===== src/rtl/rdbuf_purge_pkg.sv =====
package rdbuf_purge_pkg;

  // Read command kinds carried by a prefetch start
  typedef enum logic [1:0] {
    CMD_PLAIN = 2'd0,
    CMD_LINE  = 2'd1,
    CMD_MULTI = 2'd2,
    CMD_RSVD  = 2'd3
  } rd_cmd_e;

  // Strobes from control to datapath
  typedef struct packed {
    logic load;   // capture new base, scope and offset
    logic clear;  // purge: reset progress counter
    logic step;   // advance progress counter
  } dp_strobe_t;

endpackage


===== src/rtl/rdbuf_purge_dp.sv =====
module rdbuf_purge_dp
  import rdbuf_purge_pkg::*;
#(
  parameter int ADDR_W      = 32,
  parameter int DW_LOG2     = 2,
  parameter int LINE_LOG2   = 4,
  parameter int REGION_LOG2 = 8,
  localparam int OFS_W      = REGION_LOG2 - DW_LOG2
) (
  input  logic              clk,
  input  logic              rst_n,
  input  dp_strobe_t        strobe,
  input  logic [1:0]        startCmd,
  input  logic [ADDR_W-1:0] startAddr,
  input  logic [ADDR_W-1:0] snoopAddr,
  output logic              addrHit,
  output logic [OFS_W-1:0]  progCount
);

  localparam logic [OFS_W-1:0]  CNT_MAX     = '1;
  localparam logic [ADDR_W-1:0] LINE_MASK   = ~((ADDR_W'(1) << LINE_LOG2) - ADDR_W'(1));
  localparam logic [ADDR_W-1:0] REGION_MASK = ~((ADDR_W'(1) << REGION_LOG2) - ADDR_W'(1));

  logic [ADDR_W-1:0] baseAddr;
  logic              regionScope;
  logic [OFS_W-1:0]  cntQ;
  logic [ADDR_W-1:0] addrDiff;
  logic              lineMatch;
  logic              regionMatch;

  // Captured prefetch context
  always_ff @(posedge clk or negedge rst_n) begin
    if (!rst_n) begin
      baseAddr    <= '0;
      regionScope <= 1'b0;
    end else if (strobe.load) begin
      baseAddr    <= startAddr;
      regionScope <= (rd_cmd_e'(startCmd) == CMD_MULTI);
    end
  end

  // Progress offset inside the region
  always_ff @(posedge clk or negedge rst_n) begin
    if (!rst_n) begin
      cntQ <= '0;
    end else if (strobe.load) begin
      cntQ <= startAddr[REGION_LOG2-1:DW_LOG2];
    end else if (strobe.clear) begin
      cntQ <= '0;
    end else if (strobe.step && (cntQ != CNT_MAX)) begin
      cntQ <= cntQ + OFS_W'(1);
    end
  end

  // Address comparison against the held prefetch
  always_comb begin
    addrDiff    = snoopAddr ^ baseAddr;
    lineMatch   = ((addrDiff & LINE_MASK) == '0);
    regionMatch = ((addrDiff & REGION_MASK) == '0);
    addrHit     = regionScope ? regionMatch : lineMatch;
  end

  assign progCount = cntQ;

endmodule


===== src/rtl/rdbuf_purge_ctrl.sv =====
module rdbuf_purge_ctrl
  import rdbuf_purge_pkg::*;
(
  input  logic       clk,
  input  logic       rst_n,
  input  logic       cfgPurgeEn,
  input  logic       startValid,
  input  logic [1:0] startCmd,
  input  logic       progStep,
  input  logic       progDone,
  input  logic       snoopValid,
  input  logic       addrHit,
  output dp_strobe_t strobe,
  output logic       purge,
  output logic       bufValid,
  output logic       bufDone,
  output logic       purgeArmed
);

  logic validQ;
  logic doneQ;
  logic purgeQ;
  logic armedQ;
  logic startOk;
  logic snoopHit;

  always_comb begin
    startOk      = startValid && (rd_cmd_e'(startCmd) != CMD_RSVD);
    // compared against the state held before any new load
    snoopHit     = snoopValid && validQ && armedQ && addrHit;
    strobe.load  = startOk;
    strobe.clear = snoopHit;
    strobe.step  = progStep && validQ && !doneQ && !startOk && !snoopHit;
  end

  always_ff @(posedge clk or negedge rst_n) begin
    if (!rst_n) begin
      validQ <= 1'b0;
      doneQ  <= 1'b0;
      purgeQ <= 1'b0;
      armedQ <= 1'b0;
    end else begin
      purgeQ <= snoopHit;
      if (!validQ) begin
        armedQ <= cfgPurgeEn;
      end
      if (startOk) begin
        validQ <= 1'b1;
        doneQ  <= 1'b0;
      end else if (snoopHit) begin
        validQ <= 1'b0;
        doneQ  <= 1'b0;
      end else if (progDone && validQ) begin
        doneQ  <= 1'b1;
      end
    end
  end

  assign purge      = purgeQ;
  assign bufValid   = validQ;
  assign bufDone    = doneQ;
  assign purgeArmed = armedQ;

endmodule


===== src/rtl/rdbuf_snoop_purge.sv =====
module rdbuf_snoop_purge
  import rdbuf_purge_pkg::*;
#(
  parameter int ADDR_W      = 32,
  parameter int DW_LOG2     = 2,
  parameter int LINE_LOG2   = 4,
  parameter int REGION_LOG2 = 8,
  localparam int OFS_W      = REGION_LOG2 - DW_LOG2
) (
  input  logic              clk,
  input  logic              rst_n,
  input  logic              cfgPurgeEn,
  input  logic              startValid,
  input  logic [1:0]        startCmd,
  input  logic [ADDR_W-1:0] startAddr,
  input  logic              progStep,
  input  logic              progDone,
  input  logic              snoopValid,
  input  logic [ADDR_W-1:0] snoopAddr,
  output logic              purge,
  output logic              bufValid,
  output logic              bufDone,
  output logic [OFS_W-1:0]  progCount
);

  dp_strobe_t strobe;
  logic       addrHit;
  logic       purgeArmed;

  rdbuf_purge_ctrl u_ctrl (
    .clk        (clk),
    .rst_n      (rst_n),
    .cfgPurgeEn (cfgPurgeEn),
    .startValid (startValid),
    .startCmd   (startCmd),
    .progStep   (progStep),
    .progDone   (progDone),
    .snoopValid (snoopValid),
    .addrHit    (addrHit),
    .strobe     (strobe),
    .purge      (purge),
    .bufValid   (bufValid),
    .bufDone    (bufDone),
    .purgeArmed (purgeArmed)
  );

  rdbuf_purge_dp #(
    .ADDR_W      (ADDR_W),
    .DW_LOG2     (DW_LOG2),
    .LINE_LOG2   (LINE_LOG2),
    .REGION_LOG2 (REGION_LOG2)
  ) u_dp (
    .clk       (clk),
    .rst_n     (rst_n),
    .strobe    (strobe),
    .startCmd  (startCmd),
    .startAddr (startAddr),
    .snoopAddr (snoopAddr),
    .addrHit   (addrHit),
    .progCount (progCount)
  );

endmodule


===== config.mk =====
export PLATFORM = sky130hd
export DESIGN_NAME = rdbuf_snoop_purge
export DESIGN_NICKNAME = d
export VERILOG_FILES = /design/src/rtl/rdbuf_purge_pkg.sv /design/src/rtl/rdbuf_purge_dp.sv /design/src/rtl/rdbuf_purge_ctrl.sv /design/src/rtl/rdbuf_snoop_purge.sv
export SDC_FILE = /design/constraint.sdc
export NUM_CORES = 1
export LEC_CHECK = 0
export BUFFER_PORTS_ARGS = -buffer_cell sky130_fd_sc_hd__buf_4
export CELL_PAD_IN_SITES_DETAIL_PLACEMENT = 0
export CELL_PAD_IN_SITES_GLOBAL_PLACEMENT = 1
export CORE_UTILIZATION = 32
export CTS_CLUSTER_SIZE = 16
export DETAILED_ROUTE_END_ITERATION = 8
export PLACE_DENSITY = 0.77
export RECOVER_POWER = 50
export SLEW_MARGIN = 40
export SYNTH_ARGS = -nofsm -noshare
export SYNTH_HDL_FRONTEND = slang
export SYNTH_HIERARCHICAL = 1
export SYNTH_SLANG_ARGS = --single-unit

===== constraint.sdc =====
create_clock -name clk -period 2.4 [get_ports clk]
set_clock_uncertainty 0.1 [all_clocks]
set_input_delay 0.12 -clock clk [delete_from_list [all_inputs] [get_ports clk]]
set_output_delay 0.12 -clock clk [all_outputs]
set_load 0.005 [all_outputs]

==> impl_results.md <==
- WL/cell: 13.39 um
- Post-DP Area: 2556 um2
- Critical Path Start Type: flip-flop
- FFs w/ async S/R, synth: 100.0%
- Final core occ: 53.25%
- CTS Buf Count: 5
- Hold path endpoint: u_dp/regionScope$_DFFE_PN0P_
- Nets@finish: 342
- Initial Utilization: 33.93%
- # IOs: 82
- Flops & latches, synth: 39
- Grt met1 use: 21.67%
- Tot GR Track Use: 16.52%
- Slew Limit Fails: 0
- VDD IR max: 0.3280 mV
- Pleak: 0.001359 uW
- Fin. Hold Viols: 0
- Ys flop type: dfrtp_1
- Die Ht: 79.35 um
- CTS sink count: 39
- CP Capture Type: flip-flop
- Clock Latency Late Sink: 290 ps
- Initial DRC Count: 58
- Largest net degree at the start of global routing: 40
- # rows: 27
- Endpoints failing setup: 0
- Number of warning messages in the yosys log: 6
- Met3 GRT Util: 3.448%
- Area of the mapped netlist: 1914 um2
- Layout cell share with drive strength beyond 1: 37.92%
- Synth Net Count: 231
- Worst slew margin relative to its limit: 34.82%
- Cell variety after synth: 30
- DRC Markers: 0
- CP arrival: 2390 ps
- Root Buffer Master: clkbuf_8
- Met2 usage: 26.47%
- DPL Wire Length: 3176 um
- Tmin final: 2320 ps
- Class of the worst hold path: input port to flip-flop
- Die W: 79.35 um
- Vias per std cell: 4.584
- WS Path Type: flip-flop to flip-flop
- Core ar.: 5642 um2
- First-pass detailed-route iteration total: 3
- Synthesized netlist cell count: 157
- Hold Crit Depth: 3
- IO buf count: 75
- Pre-CTS setup slack: -86.81 ps
- Vias in the first global route: 1675
- GR peak layer: met2
- Status: finished clean
- Initial antenna violation count: 0
- Global placer's final weighted congestion: 0.7417
- Min-Delay Startpoint: startCmd[1]
- Routed Antenna Nets: 0
- Least-Margin Pin Slew: 977.7 ps
- RSZ-0062 raised after global routing: yes
- Grt ovf: 0
- Vias: 1563
- Most frequent cell after synthesis: dfrtp_1
- Max frequency: 0.4311 GHz
- Total Wirelength: 4565 um
- Pwr/cell area: 555.0 nW/um2
- ANT cells: 0
- Sequential fraction of the synthesis area: 50.98%
- H-tree levels: 2
- Number of synthesized flops with an enable pin: 0
- First-pass GRT wire length: 7935 um
- Finished Cell Area: 3004 um2
- Clk slew on worst S/H paths: 80 ps
- Worst Path Max Fanout: 5
- Worst reg2reg startpoint: u_dp/baseAddr[22]$_DFFE_PN0P_
- FF-to-FF End: u_dp/progCount[5]$_DFFE_PN0P_
- Post-synth top area cell: dfrtp_1
- Post-synth top cells: 39 x dfrtp_1, 18 x mux2_1, 17 x xor2_1
- Post-CTS setup buffer count: 0
- CTS tree: yes
- Crit path required time: 2470 ps
- Reg2Reg Depth: 10
- Yosys top cell area share: 50.98%
- Final setup slack of the worst path: 80.37 ps
- Period utilisation layout: 96.65%
- Reg2Reg Setup Slack: 80 ps
- Die area: 6296 um2
- Synth area leaders: dfrtp_1 51%, mux2_1 11%, xor2_1 7.8%
- MaxCap Viol Count: 0
- Avg Cell Area, Syn: 12.19 um2
- Clk buf depth: 2
- Layout area overhead: 56.93%
## logic make-up (layout without fill, tap and decap cells)
logic type / Yosys count / count (layout) / synth area share [%]
AO/OA/AOI/OAI: 18 / 18 / 5.752
XOR/XNOR: 29 / 29 / 13.27
adder cells (fa/ha/maj): 1 / 1 / 0.6535
buffers and inverters: 12 / 124 / 2.940
flip-flops: 39 / 39 / 50.98
multiplexers: 28 / 28 / 16.34
AND/OR/NAND/NOR: 30 / 30 / 10.07
## sequential cells by signal (all words and copies together), names as in the netlist
signal             flops
u_dp/baseAddr         28
u_dp/progCount         6
u_ctrl/purge           1
u_ctrl/bufDone         1
u_ctrl/purgeArmed      1
u_ctrl/bufValid        1
u_dp/regionScope       1
## worst max-delay path by stage
stage               depth (start not counted)                          start  slack (ps)                            end
global route                               10  u_dp/baseAddr[22]$_DFFE_PN0P_         -70  u_dp/progCount[5]$_DFFE_PN0P_
global placement                           10  u_dp/baseAddr[29]$_DFFE_PN0P_         -70  u_dp/progCount[5]$_DFFE_PN0P_
finish                                     10  u_dp/baseAddr[22]$_DFFE_PN0P_          80  u_dp/progCount[5]$_DFFE_PN0P_
detailed placement                         10  u_dp/baseAddr[22]$_DFFE_PN0P_         -90  u_dp/progCount[5]$_DFFE_PN0P_
CTS                                        10  u_dp/baseAddr[24]$_DFFE_PN0P_          30  u_dp/progCount[5]$_DFFE_PN0P_
floorplan                                  10  u_dp/baseAddr[29]$_DFFE_PN0P_         130  u_dp/progCount[5]$_DFFE_PN0P_
## cells in the final DEF (no fill, tap or decap), drive strengths merged, types with 2 or more instances in the layout
cell type	synthesis	routed
dfrtp	39	39
inv	6	6
clkbuf	1	11
dlygate4sd3	0	33
and4	3	3
nand4	5	5
nand2	10	10
xor2	17	17
buf	5	74
mux2	26	26
nand3	3	3
a21oi	2	2
o21ai	11	11
nor4	6	6
mux2i	2	2
xnor2	12	12
## repair_timing
item / in CTS / in global routing
pin swaps: 2 / 10
resized for setup: 1 / 3
setup endpoints to repair: 1 / 4
hold buffers: 33 / 0
hold endpoints to repair: 75 / 0
## power breakdown
group	switching [uW]	internal (uW)
registers	67.2	738
clock network	219	262
logic	145	236
total	431	1240
## per-stage QoR
| stage | instances | setup TNS (ps) | hold WS, ps | total power, uW |
|---|---|---|---|---|
| after floorplan | 157 | 0 | -275.6 | 980.1 |
| after global placement | 300 | -72.44 | 27.53 | 1144 |
| after detailed placement | 300 | -86.81 | 29.71 | 1151 |
| after CTS | 341 | 0 | 4.998 | 1684 |
| after global routing | 341 | -140.2 | 46.87 | 1773 |
| final | 341 | 0 | 16.59 | 1667 |
## layout make-up
class | instances | area (um2)
Multi-Input combinational cell | 106 | 909.6
Tap cell | 72 | 90.09
Clock buffer | 8 | 100.1
Sequential cell | 39 | 975.9
Fill cell | 494 | 2638
Timing Repair Buffer | 110 | 905.9
Inverter | 6 | 22.52
## critical path, cell delays in order, from the launching register on
cell and delay, ps:
dfrtp_1 390, xor2_1 180, nor4_2 300, nand4_1 140
nor4_2 250, and4_4 280, nor4_4 50, and4_4 190
nand3_2 70, mux2i_1 180, o21ai_1 80
## routing by layer
metal / up-vias / part of all wire [%]
met5: - / 0
met4: 0 / 2.0
met3: 9 / 4.1
met2: 41 / 48
met1: 739 / 45
li1: 774 / -
Power figures use the tool's default switching activity.
